### config.mk
export PLATFORM = sky130hd
export DESIGN_NAME = mlrb_top
export DESIGN_NICKNAME = d
export VERILOG_FILES = /design/src/rtl/mlrb_pkg.sv /design/src/rtl/mlrb_pool.sv /design/src/rtl/mlrb_lane.sv /design/src/rtl/mlrb_egress.sv /design/src/rtl/mlrb_top.sv
export SDC_FILE = /design/constraint.sdc
export NUM_CORES = 1
export LEC_CHECK = 0
export ABC_CLOCK_PERIOD_IN_PS = 7900
export BUFFER_PORTS_ARGS = -buffer_cell sky130_fd_sc_hd__buf_2
export CORE_MARGIN = 4
export CORE_UTILIZATION = 45
export CTS_CLUSTER_DIAMETER = 40
export DETAILED_ROUTE_END_ITERATION = 10
export HOLD_SLACK_MARGIN = 0.08
export SETUP_SLACK_MARGIN = 0.5
export SYNTH_ARGS = -nofsm -noshare
export SYNTH_HDL_FRONTEND = slang
export SYNTH_SLANG_ARGS = --single-unit
### constraint.sdc
create_clock -name clk -period 7.9 [get_ports clk]
set_input_delay 0.79 -clock clk [delete_from_list [all_inputs] [get_ports clk]]
set_output_delay 0.79 -clock clk [all_outputs]
set_load 0.02 [all_outputs]
### src/rtl/mlrb_pkg.sv
package mlrb_pkg;

    typedef enum logic [1:0] {
        LN_FREE   = 2'd0,
        LN_WAIT   = 2'd1,
        LN_ACTIVE = 2'd2
    } lane_st_e;

    typedef struct packed {
        logic head;
        logic tail;
    } flit_mark_t;

    // width of an index over n items, never below one bit
    function automatic int idx_w(input int n);
        return (n > 1) ? $clog2(n) : 1;
    endfunction

endpackage

### src/rtl/mlrb_pool.sv
module mlrb_pool #(
    parameter int ENTRIES = 16,
    parameter int W       = 34,
    parameter int AW      = 4
) (
    input  logic          clk,
    input  logic          we,
    input  logic [AW-1:0] wa,
    input  logic [W-1:0]  wd,
    input  logic [AW-1:0] ra,
    output logic [W-1:0]  rd
);
    logic [W-1:0] mem [ENTRIES];

    always_ff @(posedge clk) begin
        if (we) begin
            mem[wa] <= wd;
        end
    end

    assign rd = mem[ra];
endmodule

### src/rtl/mlrb_lane.sv
module mlrb_lane
    import mlrb_pkg::*;
#(
    parameter int DEPTH = 4,
    parameter int PW    = 3
) (
    input  logic          clk,
    input  logic          rst,
    input  logic          wr_req,
    input  logic          wr_head,
    input  logic          rd_req,
    input  logic          rd_tail,
    input  logic          assign_i,
    output logic          wr_ok,
    output logic          rd_ok,
    output logic [PW-1:0] wptr,
    output logic [PW-1:0] rptr,
    output lane_st_e      state,
    output logic          empty,
    output logic          full
);
    logic [PW-1:0] occ;

    always_comb begin
        occ   = wptr - rptr;
        empty = (wptr == rptr);
        full  = (occ == PW'(DEPTH));
        wr_ok = wr_req && !full && ((state != LN_FREE) || wr_head);
        rd_ok = rd_req && !empty && (state == LN_ACTIVE);
    end

    always_ff @(posedge clk) begin
        if (rst) begin
            wptr  <= '0;
            rptr  <= '0;
            state <= LN_FREE;
        end else begin
            if (wr_ok) wptr <= wptr + PW'(1);
            if (rd_ok) rptr <= rptr + PW'(1);
            case (state)
                LN_FREE:   if (wr_ok && wr_head) state <= LN_WAIT;
                LN_WAIT:   if (assign_i)         state <= LN_ACTIVE;
                LN_ACTIVE: if (rd_ok && rd_tail) state <= LN_FREE;
                default:                         state <= LN_FREE;
            endcase
        end
    end


    no_full_empty_chk: assert property (@(posedge clk) disable iff (rst)
        !(full && empty));


    occ_bound_chk: assert property (@(posedge clk) disable iff (rst)
        (wptr - rptr) <= PW'(DEPTH));


    no_skip_wait_chk: assert property (@(posedge clk) disable iff (rst)
        (state == LN_FREE) |=> (state != LN_ACTIVE));


    tail_release_chk: assert property (@(posedge clk) disable iff (rst)
        (rd_ok && rd_tail) |=> (state == LN_FREE));


    wptr_step_chk: assert property (@(posedge clk) disable iff (rst)
        wr_ok |=> (wptr == $past(wptr) + PW'(1)));
endmodule

### src/rtl/mlrb_egress.sv
module mlrb_egress #(
    parameter int FLIT_W = 32,
    parameter int LID_W  = 2
) (
    input  logic              clk,
    input  logic              rst,
    input  logic              fire,
    input  logic [LID_W-1:0]  fire_lane,
    input  logic              fire_head,
    input  logic              fire_tail,
    input  logic [FLIT_W-1:0] fire_data,
    input  logic              err_in,
    output logic              out_valid,
    output logic [LID_W-1:0]  out_lane,
    output logic              out_head,
    output logic              out_tail,
    output logic [FLIT_W-1:0] out_data,
    output logic              ack_valid,
    output logic [LID_W-1:0]  ack_lane,
    output logic              wr_err
);
    always_ff @(posedge clk) begin
        if (rst) begin
            out_valid <= 1'b0;
            out_lane  <= '0;
            out_head  <= 1'b0;
            out_tail  <= 1'b0;
            out_data  <= '0;
            ack_valid <= 1'b0;
            ack_lane  <= '0;
            wr_err    <= 1'b0;
        end else begin
            out_valid <= fire;
            ack_valid <= fire;
            wr_err    <= err_in;
            if (fire) begin
                out_lane <= fire_lane;
                out_head <= fire_head;
                out_tail <= fire_tail;
                out_data <= fire_data;
                ack_lane <= fire_lane;
            end
        end
    end
endmodule

### src/rtl/mlrb_top.sv
module mlrb_top
    import mlrb_pkg::*;
#(
    parameter int TOTAL_FLITS = 16,
    parameter int NUM_LANES   = 4,
    parameter int FLIT_W      = 32,
    localparam int DEPTH      = TOTAL_FLITS / NUM_LANES,
    localparam int PW         = $clog2(DEPTH) + 1,
    localparam int LID_W      = idx_w(NUM_LANES),
    localparam int AW         = idx_w(TOTAL_FLITS),
    localparam int SW         = FLIT_W + 2
) (
    input  logic                   clk,
    input  logic                   rst,
    input  logic                   in_valid,
    input  logic [LID_W-1:0]       in_lane,
    input  logic                   in_head,
    input  logic                   in_tail,
    input  logic [FLIT_W-1:0]      in_data,
    input  logic [NUM_LANES-1:0]   assign_done,
    input  logic [NUM_LANES-1:0]   deq_grant,
    output logic                   out_valid,
    output logic [LID_W-1:0]       out_lane,
    output logic                   out_head,
    output logic                   out_tail,
    output logic [FLIT_W-1:0]      out_data,
    output logic                   ack_valid,
    output logic [LID_W-1:0]       ack_lane,
    output logic                   wr_err,
    output logic [2*NUM_LANES-1:0] lane_state,
    output logic [NUM_LANES-1:0]   lane_empty,
    output logic [NUM_LANES-1:0]   lane_full
);
    logic                 lane_hit;
    logic [LID_W-1:0]     wlane;
    logic [NUM_LANES-1:0] wr_req_v, wr_ok_v, rd_ok_v, elig, pick;
    logic [LID_W-1:0]     pick_lane;
    logic [PW-1:0]        wptr_a [NUM_LANES];
    logic [PW-1:0]        rptr_a [NUM_LANES];
    lane_st_e             st_a   [NUM_LANES];
    logic [AW-1:0]        wa, ra;
    logic [SW-1:0]        wd, rd;
    flit_mark_t           in_mark, rd_mark;

    always_comb begin
        lane_hit = in_valid && (int'(in_lane) < NUM_LANES);
        wlane    = lane_hit ? in_lane : '0;
        in_mark  = '{head: in_head, tail: in_tail};
        wd       = {in_mark, in_data};
        wa       = AW'(int'(wlane) * DEPTH + int'(wptr_a[wlane]) % DEPTH);
    end

    // lowest-numbered eligible lane wins
    always_comb begin
        pick      = '0;
        pick_lane = '0;
        for (int i = NUM_LANES - 1; i >= 0; i--) begin
            if (elig[i]) begin
                pick      = '0;
                pick[i]   = 1'b1;
                pick_lane = LID_W'(i);
            end
        end
        ra      = AW'(int'(pick_lane) * DEPTH + int'(rptr_a[pick_lane]) % DEPTH);
        rd_mark = rd[SW-1 -: 2];
    end

    generate
        for (genvar i = 0; i < NUM_LANES; i++) begin : g_lane
            assign wr_req_v[i] = lane_hit && (in_lane == LID_W'(i));
            assign elig[i]     = deq_grant[i] && !lane_empty[i] && (st_a[i] == LN_ACTIVE);
            assign lane_state[2*i +: 2] = st_a[i];

            mlrb_lane #(
                .DEPTH (DEPTH),
                .PW    (PW)
            ) u_lane (
                .clk      (clk),
                .rst      (rst),
                .wr_req   (wr_req_v[i]),
                .wr_head  (in_head),
                .rd_req   (pick[i]),
                .rd_tail  (rd_mark.tail),
                .assign_i (assign_done[i]),
                .wr_ok    (wr_ok_v[i]),
                .rd_ok    (rd_ok_v[i]),
                .wptr     (wptr_a[i]),
                .rptr     (rptr_a[i]),
                .state    (st_a[i]),
                .empty    (lane_empty[i]),
                .full     (lane_full[i])
            );
        end
    endgenerate

    mlrb_pool #(
        .ENTRIES (TOTAL_FLITS),
        .W       (SW),
        .AW      (AW)
    ) u_pool (
        .clk (clk),
        .we  (|wr_ok_v),
        .wa  (wa),
        .wd  (wd),
        .ra  (ra),
        .rd  (rd)
    );

    mlrb_egress #(
        .FLIT_W (FLIT_W),
        .LID_W  (LID_W)
    ) u_egress (
        .clk       (clk),
        .rst       (rst),
        .fire      (|rd_ok_v),
        .fire_lane (pick_lane),
        .fire_head (rd_mark.head),
        .fire_tail (rd_mark.tail),
        .fire_data (rd[FLIT_W-1:0]),
        .err_in    (in_valid && !(|wr_ok_v)),
        .out_valid (out_valid),
        .out_lane  (out_lane),
        .out_head  (out_head),
        .out_tail  (out_tail),
        .out_data  (out_data),
        .ack_valid (ack_valid),
        .ack_lane  (ack_lane),
        .wr_err    (wr_err)
    );


    single_read_chk: assert property (@(posedge clk) disable iff (rst)
        $onehot0(rd_ok_v));


    ack_follow_chk: assert property (@(posedge clk) disable iff (rst)
        (|rd_ok_v) |=> (ack_valid && out_valid));


    idle_no_ack_chk: assert property (@(posedge clk) disable iff (rst)
        !(|deq_grant) |=> !ack_valid);
endmodule

==> results.cfg, run 1 <==
[logic_synthesis]
yosysUniqueCellTypes = 52
synth_most_common_cell = edfxtp_1
synth.yosys.seq_area_share_pct = 73.3
yosys_most_used_dff = edfxtp_1
synthArstFlopShare_pct = 0
synth.avg_cell_area_um2 = 14.4
synth_seq_cells = 614
synth_commonest_cells = edfxtp_1 (544), nand2_1 (286), mux2i_1 (205)
post-synth-top-area-fraction_pct = 67.5
synth_top_cell_by_area = edfxtp_1
synth_edf_count = 544
number_of_standard_cells_after_synthesis = 1679
mappedNetlistArea_um2 = 24200
synth_nets = 1742
synth_warnings = 0
netlist_top_cells_area = edfxtp_1 (67%), mux2i_1 (8.5%), dfxtp_1 (5.8%), nand2_1 (4.4%), nor2_1 (2.2%)

[grt]
grt_pass1_wl_mm = 86.6
grt_antenna_before_repair = 3
busiest_layer = met2
globalRouteTotalUtil_pct = 20.1
vias_in_the_first_global_route = 13888
fraction_of_met1_tracks_used_by_global_routing_pct = 27.2
pin_count_of_the_biggest_net_entering_global_routing = 141
grt_util_met3_pct = 4.52
grtUsageMet2_pct = 32.6
total_gr_overflow = 0

[run_status]
status = finished clean

[worst_hold_path]
min_from = assign_done[0]
hold-path-cell-count = 3
hold-path-endpoint = g_lane[0].u_lane.state[0]$_SDFFE_PP0P_
hold_path_class = in2reg

[route]
detail_route.iter0.violations = 1277
detail_route.first_pass.iterations = 5
post_drt_wl_per_cell_um = 22.6
dr_total_vias = 14147
remaining_drc_errors = 0
via_per_inst = 5.50
totalWireLength_mm = 58.2
postRouteAntennaNets = 0

[setup_path]
reg_to_reg_critical_path_startpoint = g_lane[0].u_lane.rptr[1]$_SDFFE_PP0P_
reg2regPathDepth = 13
timing.setup.critical_path_class = reg2reg
critical_path_arrival_ps = 4860
ff2ff_setup_slack_ps = 3550
worst_setup_path_end_kind = flop
worstPathRequired_ps = 8400
r2r_end = u_egress.out_data[14]$_SDFFE_PP0P_
worstPathMaxFanout = 34
start_kind = flop

[placed_design]
dpl.hpwl_mm = 29.8
portBuffers = 103
place_area_um2 = 25500
gpl.final_weighted_congestion = 0.806
numPlacedInstances = 2407

[die]
ioPinCount = 104
floorplan.initialDensity_pct = 45.8
die-area_um2 = 57600
core_region_area_um2 = 52900
placement_rows = 84
dieWidth_um = 240
die_height_um = 240

[clocking]
cts_made_buffers = 89
cts.sink_count = 614
h-tree-depth = 3
cts_tree = yes
clock_tree_root_driver_cell = clkbuf_16
clockBufferDepth = 3
ctsResizeCount = 0
post-cts-setup-buffers = 0
clk-insertion-delay-late_ps = 620
holdBufCountCts = 0
cts.clk_slew.worst_paths_ps = 60

[timing]
final-setup-viol-count = 0
timing.final.crit_share_pct = 55.1
grt_setup_unrepaired = false
hold_violations = 0
achievable-frequency_mhz = 230
final.setup_skew_ps = 19.9
period_minus_slack_ps = 4350
finalSetupTns_ps = 0
timing.max_slew.rel_slack_pct = 22.1
tightestPinTransition_ps = 1160
report.final.slew_viol_count = 0

[finish]
stdcell_area_um2 = 28600
final-seq-area_um2 = 17700
multi_input_area_um2 = 6120
area_growth_from_synthesis_to_final_layout_pct = 18.2
drive_above_1_share_pct = 17.1
antenna_cells = 0
final-instance-count-excl-fill = 2572
layout.nets = 1873
num-fill-cells = 4295

[pwr]
power.net_switching_uw = 1580
switching_share_pct = 20.6
comb_power_share_pct = 1.7
ir_drop_mv = 0.146
power.share.sequential_pct = 46.5
pwr_density_cell_nw_per_um2 = 268
pint_uw = 6090
power_leakage_uw = 0.0105
post-layout-total-power_uw = 7670
share_clk_of_total_power_pct = 51.8

[run]
maxCapViolCount = 0
per-layer routing:
layer  vias to the layer above  share of wire (%)
met5                         -              0.022
met1                      7099                 43
met2                       390                 48
met3                       107                5.9
met4                         2                2.6
li1                       6549                  -
stage by stage:
stage	utilization (%)	hold WS (ps)	worst slack, ps
2_1_floorplan	-	453	4260
3_3_place_gp	48.3	468	3580
5_1_grt	54.1	485	3320
4_1_cts	54.1	442	3520
6_report	54.1	477	3550
3_5_place_dp	48.3	483	3530
critical path, stage by stage (launching register included):
cell	delay, ps
dfxtp_1	490
inv_1	80
ha_1	280
nand2_1	100
o21bai_1	480
nor2_4	30
buf_4	330
a221o_4	610
buf_4	380
nor3_4	590
buf_4	470
nand3_1	130
nand4_1	120
nor2_1	40
how the worst max path moves through the flow:
| stage | start | to | slack [ps] | cells past startpoint |
|---|---|---|---|---|
| 6_report | g_lane[0].u_lane.rptr[1]$_SDFFE_PP0P_ | u_egress.out_data[14]$_SDFFE_PP0P_ | 3550 | 13 |
| 4_1_cts | g_lane[0].u_lane.rptr[1]$_SDFFE_PP0P_ | u_egress.out_data[0]$_SDFFE_PP0P_ | 3520 | 13 |
| 3_3_place_gp | g_lane[0].u_lane.rptr[1]$_SDFFE_PP0P_ | u_egress.out_data[5]$_SDFFE_PP0P_ | 3580 | 13 |
| 2_1_floorplan | in_valid | u_pool.mem[13][0]$_DFFE_PP_ | 4260 | 7 |
| 3_5_place_dp | g_lane[0].u_lane.rptr[1]$_SDFFE_PP0P_ | u_egress.out_data[15]$_SDFFE_PP0P_ | 3530 | 13 |
| 5_1_grt | g_lane[0].u_lane.rptr[1]$_SDFFE_PP0P_ | u_egress.out_data[15]$_SDFFE_PP0P_ | 3320 | 13 |
logic make-up (layout without fill, tap and decap cells):
group / Yosys count / count (layout) / synth area share (%)
AOI/OAI and AO/OA: 118 / 118 / 3.64
xor gates and xnor gates: 22 / 22 / 0.858
adders and majority gates: 16 / 16 / 0.827
buffers and inverters: 112 / 317 / 2.23
DFF: 614 / 614 / 73.3
muxes: 211 / 211 / 8.94
and+or+nand+nor: 586 / 586 / 10.2
layout make-up:
class,instances,share of cell area (%)
sequential,614,62.0
multi-input combinational,953,21.4
clock buffer,103,8.11
tap,688,3.01
timing repair buffer,134,2.66
clock inverter,62,2.56
inverter,18,0.236
registers in the layout, indices dropped and copies added, names as in the netlist:
name / count
u_pool.mem: 544
u_egress.out_data: 32
g_lane.u_lane.rptr: 12
g_lane.u_lane.wptr: 12
g_lane.u_lane.state: 8
u_egress.ack_lane: 2
u_egress.ack_valid: 1
u_egress.out_head: 1
u_egress.out_tail: 1
u_egress.wr_err: 1
layout by cell type, fill, tap and decap left out, types with 3 or more instances in the layout:
master      instances
edfxtp_1          544
nand2_1           284
mux2i_1           205
nor2_1            125
buf_2             103
nand3_1           100
clkbuf_16          89
dfxtp_1            70
nand4_1            34
a311oi_1           33
o22ai_1            32
buf_4              30
inv_1              18
nor2_4             18
ha_1               16
inv_6              16
xnor2_1            14
clkinv_2           12
bufinv_16          11
clkinv_4           11
clkbuf_1           10
a21oi_1             8
a31oi_1             7
o21ai_0             7
nor2b_1             7
xor2_1              6
nor3_1              5
clkinvlp_4          5
mux4_2              4
o21a_1              4
clkinv_1            4
clkbuf_8            4
o31ai_1             3
a22o_1              3
power groups by stage:
stage | Clock (µW) | Sequential, µW | Combinational (µW)
2_1_floorplan | 0 | 3630 | 50.5
3_3_place_gp | 0 | 3630 | 127
3_5_place_dp | 0 | 3630 | 131
4_1_cts | 4050 | 3560 | 131
5_1_grt | 4200 | 3560 | 143
6_report | 3980 | 3560 | 130
(Power assumes the default switching activity.)
==> inputs of run 2 (changes only) <==
ABC_CLOCK_PERIOD_IN_PS = 4100   (was 7900)
clock period = 4.1 ns   (was 7.9 ns; I/O delays follow)
==> run 2 against run 1 <==
Sequential cell count did not move. Die area did not move. Fmax grew 32%. Non-clock buffer count increased by 12. Clock skew is 4.2 ps higher. Count of clock-buffer cells in the layout fell by 6. Critical endpoint is now u_egress.out_tail$_SDFFE_PP0P_.
==> results.cfg, run 2 (same netlist as run 1, synthesis figures left out) <==
[run_status]
status = finished clean

[finish]
top_flop_regs = u_pool.mem (544), u_egress.out_data (32)
top_reg_by_flops = u_pool.mem
layout.cells.most_common = edfxtp_1
final_core_density_pct = 54.2
multi_input_area_um2 = 6130
final-seq-area_um2 = 17700
layout.nets = 1877
drive_above_1_share_pct = 17.1
area_growth_from_synthesis_to_final_layout_pct = 18.5
num-fill-cells = 4245
largest_register_ff_count = 544
antenna_cells = 0
layout_common_cells = edfxtp_1 (544), nand2_1 (284), mux2i_1 (205)

[setup_path]
timing.setup.critical_path_class = reg2reg
critical_path_arrival_ps = 3800
worst_setup_path_end_kind = flop
cp_cell_sequence = inv_1 > ha_1 > nand2_1 > o2111ai_2 > o311ai_1 > a221o_4 > mux4_2 > nand2_1 > nand4_1 > o21a_1
crit_family = compound AO/OA/AOI/OAI gates
cp_common_cell = nand2_1
critical-path-max-stage-delay_ps = 520
cpMaxStageDelayCell = o2111ai_2
worstPathRequired_ps = 4600
critical_path.n_buffers_inverters = 1
worstPathMaxFanout = 9
start_kind = flop

[grt]
pin_count_of_the_biggest_net_entering_global_routing = 93
vias_in_the_first_global_route = 13717
grt_antenna_before_repair = 1
total_gr_overflow = 0
grt_pass1_wl_mm = 87.3
globalRouteTotalUtil_pct = 20.3

[route]
post_drt_wl_per_cell_um = 22.9
detail_route.iter0.violations = 1098
totalWireLength_mm = 59.0
remaining_drc_errors = 0
detail_route.first_pass.iterations = 5
postRouteAntennaNets = 0
dr_total_vias = 14251
via_per_inst = 5.55

[worst_hold_path]
hold_path_class = in2reg

[placed_design]
portBuffers = 103
dpl.hpwl_mm = 31.0
gpl.final_weighted_congestion = 0.816

[clocking]
clock_tree_root_driver_cell = clkbuf_16
clockBufferDepth = 3
cts.clk_slew.worst_paths_ps = 50
h-tree-depth = 3
clk-insertion-delay-late_ps = 610
cts.sink_count = 614
cts_made_buffers = 81
cts_tree = yes

[timing]
finalSetupTns_ps = 0
final.setup_skew_ps = 24.1
timing.final.crit_share_pct = 80.5
final-setup-viol-count = 0
grt_setup_unrepaired = false
period_minus_slack_ps = 3300
report.final.slew_viol_count = 0
timing.max_slew.rel_slack_pct = 29.3
achievable-frequency_mhz = 303
tightestPinTransition_ps = 1060
hold_violations = 0

[run]
maxCapViolCount = 0

[die]
floorplan.initialDensity_pct = 45.8
ioPinCount = 104
dieWidth_um = 240
die_height_um = 240
die-area_um2 = 57600
core_region_area_um2 = 52900
placement_rows = 84

[pwr]
power_leakage_uw = 0.0105
ir_drop_mv = 0.280
pwr_density_cell_nw_per_um2 = 499
[run 2: path summary, 6_finish.rpt]
check / start / cells after the start / end / slack (ps)
setup / recovery: g_lane[1].u_lane.wptr[0]$_SDFFE_PP0P_ / 10 / u_egress.out_tail$_SDFFE_PP0P_ / 800
hold / removal: assign_done[2] / 4 / g_lane[2].u_lane.state[0]$_SDFFE_PP0P_ / 170
setup reg to reg: g_lane[1].u_lane.wptr[0]$_SDFFE_PP0P_ / 10 / u_egress.out_tail$_SDFFE_PP0P_ / 800
hold reg to reg: g_lane[2].u_lane.rptr[1]$_SDFFE_PP0P_ / 2 / g_lane[2].u_lane.rptr[1]$_SDFFE_PP0P_ / 480
[run 2: area by class of cell]
cell class / instances / share of cell area (%)
Inverter: 18 / 0.236
Clock inverter: 54 / 2.29
Multi-Input combinational cell: 953 / 21.4
Clock buffer: 97 / 7.53
Timing Repair Buffer: 146 / 3.72
Sequential cell: 614 / 61.9
Tap cell: 688 / 3.00
[run 2: report_power, final]
group | total (µW) | leakage, µW | switching (µW) | internal (µW)
Sequential | 6870 | 0.00547 | 14.8 | 6850
Combinational | 258 | 0.00370 | 193 | 65.6
Clock | 7180 | 0.00136 | 2720 | 4460
Total | 14300 | 0.0105 | 2930 | 11400
[run 2: timing repair]
item	4_1_cts	5_1_grt
setup buffers	0	2
resized for setup	0	1
setup endpoints to repair	0	22
hold buffers	1	0
endpoints found under the hold margin	1	0
[run 2: through the flow]
step / hold WS [ps] / std cells / power (µW) / area [µm²] / setup slack [ps]
4_1_cts: 127 / 2568 / 14400 / 28600 / 696
6_report: 169 / 2570 / 14300 / 28700 / 801
3_5_place_dp: 474 / 2416 / 7250 / 25800 / 725
3_3_place_gp: 464 / 2416 / 7250 / 25800 / 734
2_1_floorplan: 453 / 1679 / 7100 / 24200 / 728
5_1_grt: 159 / 2570 / 14700 / 28700 / 563
[run 2: tightest hold or removal path: cells and delay by family]
kind                   cells  cell delay [ps]
AND/OR/NAND/NOR            2               80
buffers and inverters      1               90
AO/OA/AOI/OAI              1              130
[run 2: metal layers]
layer  part of all wire, %  vias up  track usage, %
li1                      -     6547               -
met2                    49      430            33.1
met1                    43     7189            28.2
met4                   2.0        2            6.30
met5                 0.022        -               0
met3                   5.8       83            3.50
==> inputs of run 3 (changes only) <==
ABC_CLOCK_PERIOD_IN_PS = 2700   (was 4100)
clock period = 2.7 ns   (was 4.1 ns; I/O delays follow)
==> run 3 against run 2 <==
The flow now finishes with violations (setup timing). Utilization up 8.3 points. Non-clock buffer count up 281. Wire length up 17%. Clock skew up 7.6 ps. Combinational power up 120%.
==> results.cfg, run 3 (same netlist as run 1, synthesis figures left out) <==
[pwr]
power_leakage_uw = 0.0124
share_clk_of_total_power_pct = 49.2
switching_share_pct = 20.6
pint_uw = 17200
ir_drop_mv = 0.520
power.share.sequential_pct = 48.2
comb_power_share_pct = 2.6
pwr_density_cell_nw_per_um2 = 654
power.net_switching_uw = 4450

[finish]
top_flop_regs = u_pool.mem (544), u_egress.out_data (32)
layout.cells.most_common = edfxtp_1
top_reg_by_flops = u_pool.mem
drive_above_1_share_pct = 30.6
layout_common_cells = edfxtp_1 (544), nand2_1 (273), mux2i_1 (196)
area_growth_from_synthesis_to_final_layout_pct = 36.6
layout.nets = 2157
final_core_density_pct = 62.5
largest_register_ff_count = 544

[die]
floorplan.initialDensity_pct = 45.8
core_region_area_um2 = 52900
die_height_um = 240
ioPinCount = 104
die-area_um2 = 57600
placement_rows = 84
dieWidth_um = 240

[grt]
grt_antenna_before_repair = 1
grt_pass1_wl_mm = 98.9
total_gr_overflow = 0
vias_in_the_first_global_route = 15402
globalRouteTotalUtil_pct = 23.4
pin_count_of_the_biggest_net_entering_global_routing = 44

[route]
totalWireLength_mm = 68.9
post_drt_wl_per_cell_um = 24.2
detail_route.first_pass.iterations = 5
detail_route.iter0.violations = 1489
postRouteAntennaNets = 0
remaining_drc_errors = 0
via_per_inst = 5.50
dr_total_vias = 15685

[timing]
final-setup-viol-count = 37
finalSetupTns_ps = -2200
timing.max_slew.rel_slack_pct = 52.1
hold_violations = 0
grt_setup_unrepaired = true
timing.final.crit_share_pct = 105
achievable-frequency_mhz = 353
period_minus_slack_ps = 2830
tightestPinTransition_ps = 712
fin_ws_ps = -130
report.final.slew_viol_count = 0
final.setup_skew_ps = 31.7

[clocking]
cts_tree = yes
cts.clk_slew.worst_paths_ps = 60
clk-insertion-delay-late_ps = 610
clock_tree_root_driver_cell = clkbuf_16
cts.sink_count = 614
clockBufferDepth = 3
h-tree-depth = 3
cts_made_buffers = 80

[setup_path]
cpMaxStageDelayCell = dfxtp_2
cp_cell_sequence = inv_2 > ha_4 > nand2_4 > o21ai_1 > buf_4 > a31oi_4 > buf_6 > o2bb2ai_4 > buf_12 > buf_6 > buf_12 > nand2_1 > a311oi_1 > nand4_1 > nor2_1
timing.setup.critical_path_class = reg2reg
worstPathRequired_ps = 3260
critical_path.n_buffers_inverters = 6
critical_path_arrival_ps = 3390
worstPathMaxFanout = 9
critical-path-max-stage-delay_ps = 330
worst_setup_path_end_kind = flop
crit_family = compound AO/OA/AOI/OAI gates
start_kind = flop

[run_status]
status = finished, violations left
violations_in_the_final_reports = setup timing

[placed_design]
gpl.final_weighted_congestion = 0.845
dpl.hpwl_mm = 35.4
portBuffers = 103

[run]
maxCapViolCount = 0

[worst_hold_path]
hold_path_class = in2reg
[run 3: changes by cell type in the layout (fill, tap and decap cells not counted), moves of 9 or more]
cell,previous run,this run
buf_4,24,134
buf_12,18,64
buf_6,0,40
dlygate4sd3_1,1,38
buf_16,0,33
nand3_1,100,71
nand3_2,1,28
dfxtp_1,70,56
clkbuf_16,82,94
nand2_1,284,273
clkinv_4,15,5
dfxtp_2,0,10
mux2i_1,205,196
[run 3: power groups by stage]
stage | Sequential (µW) | Combinational, µW | Clock [µW]
6_report | 10400 | 559 | 10600
5_1_grt | 10400 | 605 | 11200
4_1_cts | 10400 | 533 | 10800
3_5_place_dp | 10600 | 448 | 0
3_3_place_gp | 10600 | 438 | 0
2_1_floorplan | 10600 | 159 | 0
[run 3: timing repair]
action	in CTS	in global routing
endpoints found under the hold margin	536	0
resized for setup	144	63
pin swaps	82	45
endpoints found under the setup margin	589	592
setup buffers	71	14
cloned	25	9
hold buffers	38	0
[run 3: per-layer routing]
layer / vias to the layer above / global-route usage, % / share of wire (%)
met2: 609 / 38.4 / 49
met5: - / 0 / 0
li1: 7119 / - / -
met1: 7810 / 31.0 / 40
met4: 0 / 8.34 / 4.1
met3: 147 / 5.07 / 7.5
[run 3: worst paths after layout]
kind,startpoint,endpoint,slack (ps),depth (start not counted)
min,rst,u_egress.ack_lane[0]$_SDFFE_PP0P_,110,2
max,g_lane[2].u_lane.wptr[0]$_SDFFE_PP0P_,u_egress.out_data[11]$_SDFFE_PP0P_,-130,15
min reg2reg,g_lane[0].u_lane.rptr[2]$_SDFFE_PP0P_,g_lane[0].u_lane.rptr[2]$_SDFFE_PP0P_,540,2
max reg2reg,g_lane[2].u_lane.wptr[0]$_SDFFE_PP0P_,u_egress.out_data[11]$_SDFFE_PP0P_,-130,15
[run 3: layout make-up]
cell class,instances,area (µm²)
Inverter,18,67.6
Fill cell,3767,19800
Clock inverter,47,495
Timing Repair Buffer,427,4900
Sequential cell,614,17800
Antenna cell,1,2.50
Tap cell,688,861
Clock buffer,103,2220
Multi-Input combinational cell,953,6740
[run 3: metrics by stage]
stage                     hold slack [ps]  setup slack [ps]  total power [µW]  area [µm²]  std cells
after global routing                  124              -260             22300       33100       2851
after global placement                512              -222             11100       27300       2543
after CTS                            84.2              10.4             21800       32400       2827
final                                 110              -130             21600       33100       2851
after detailed placement              533              -188             11100       27300       2543
after floorplan                       369               116             10800       24400       1679
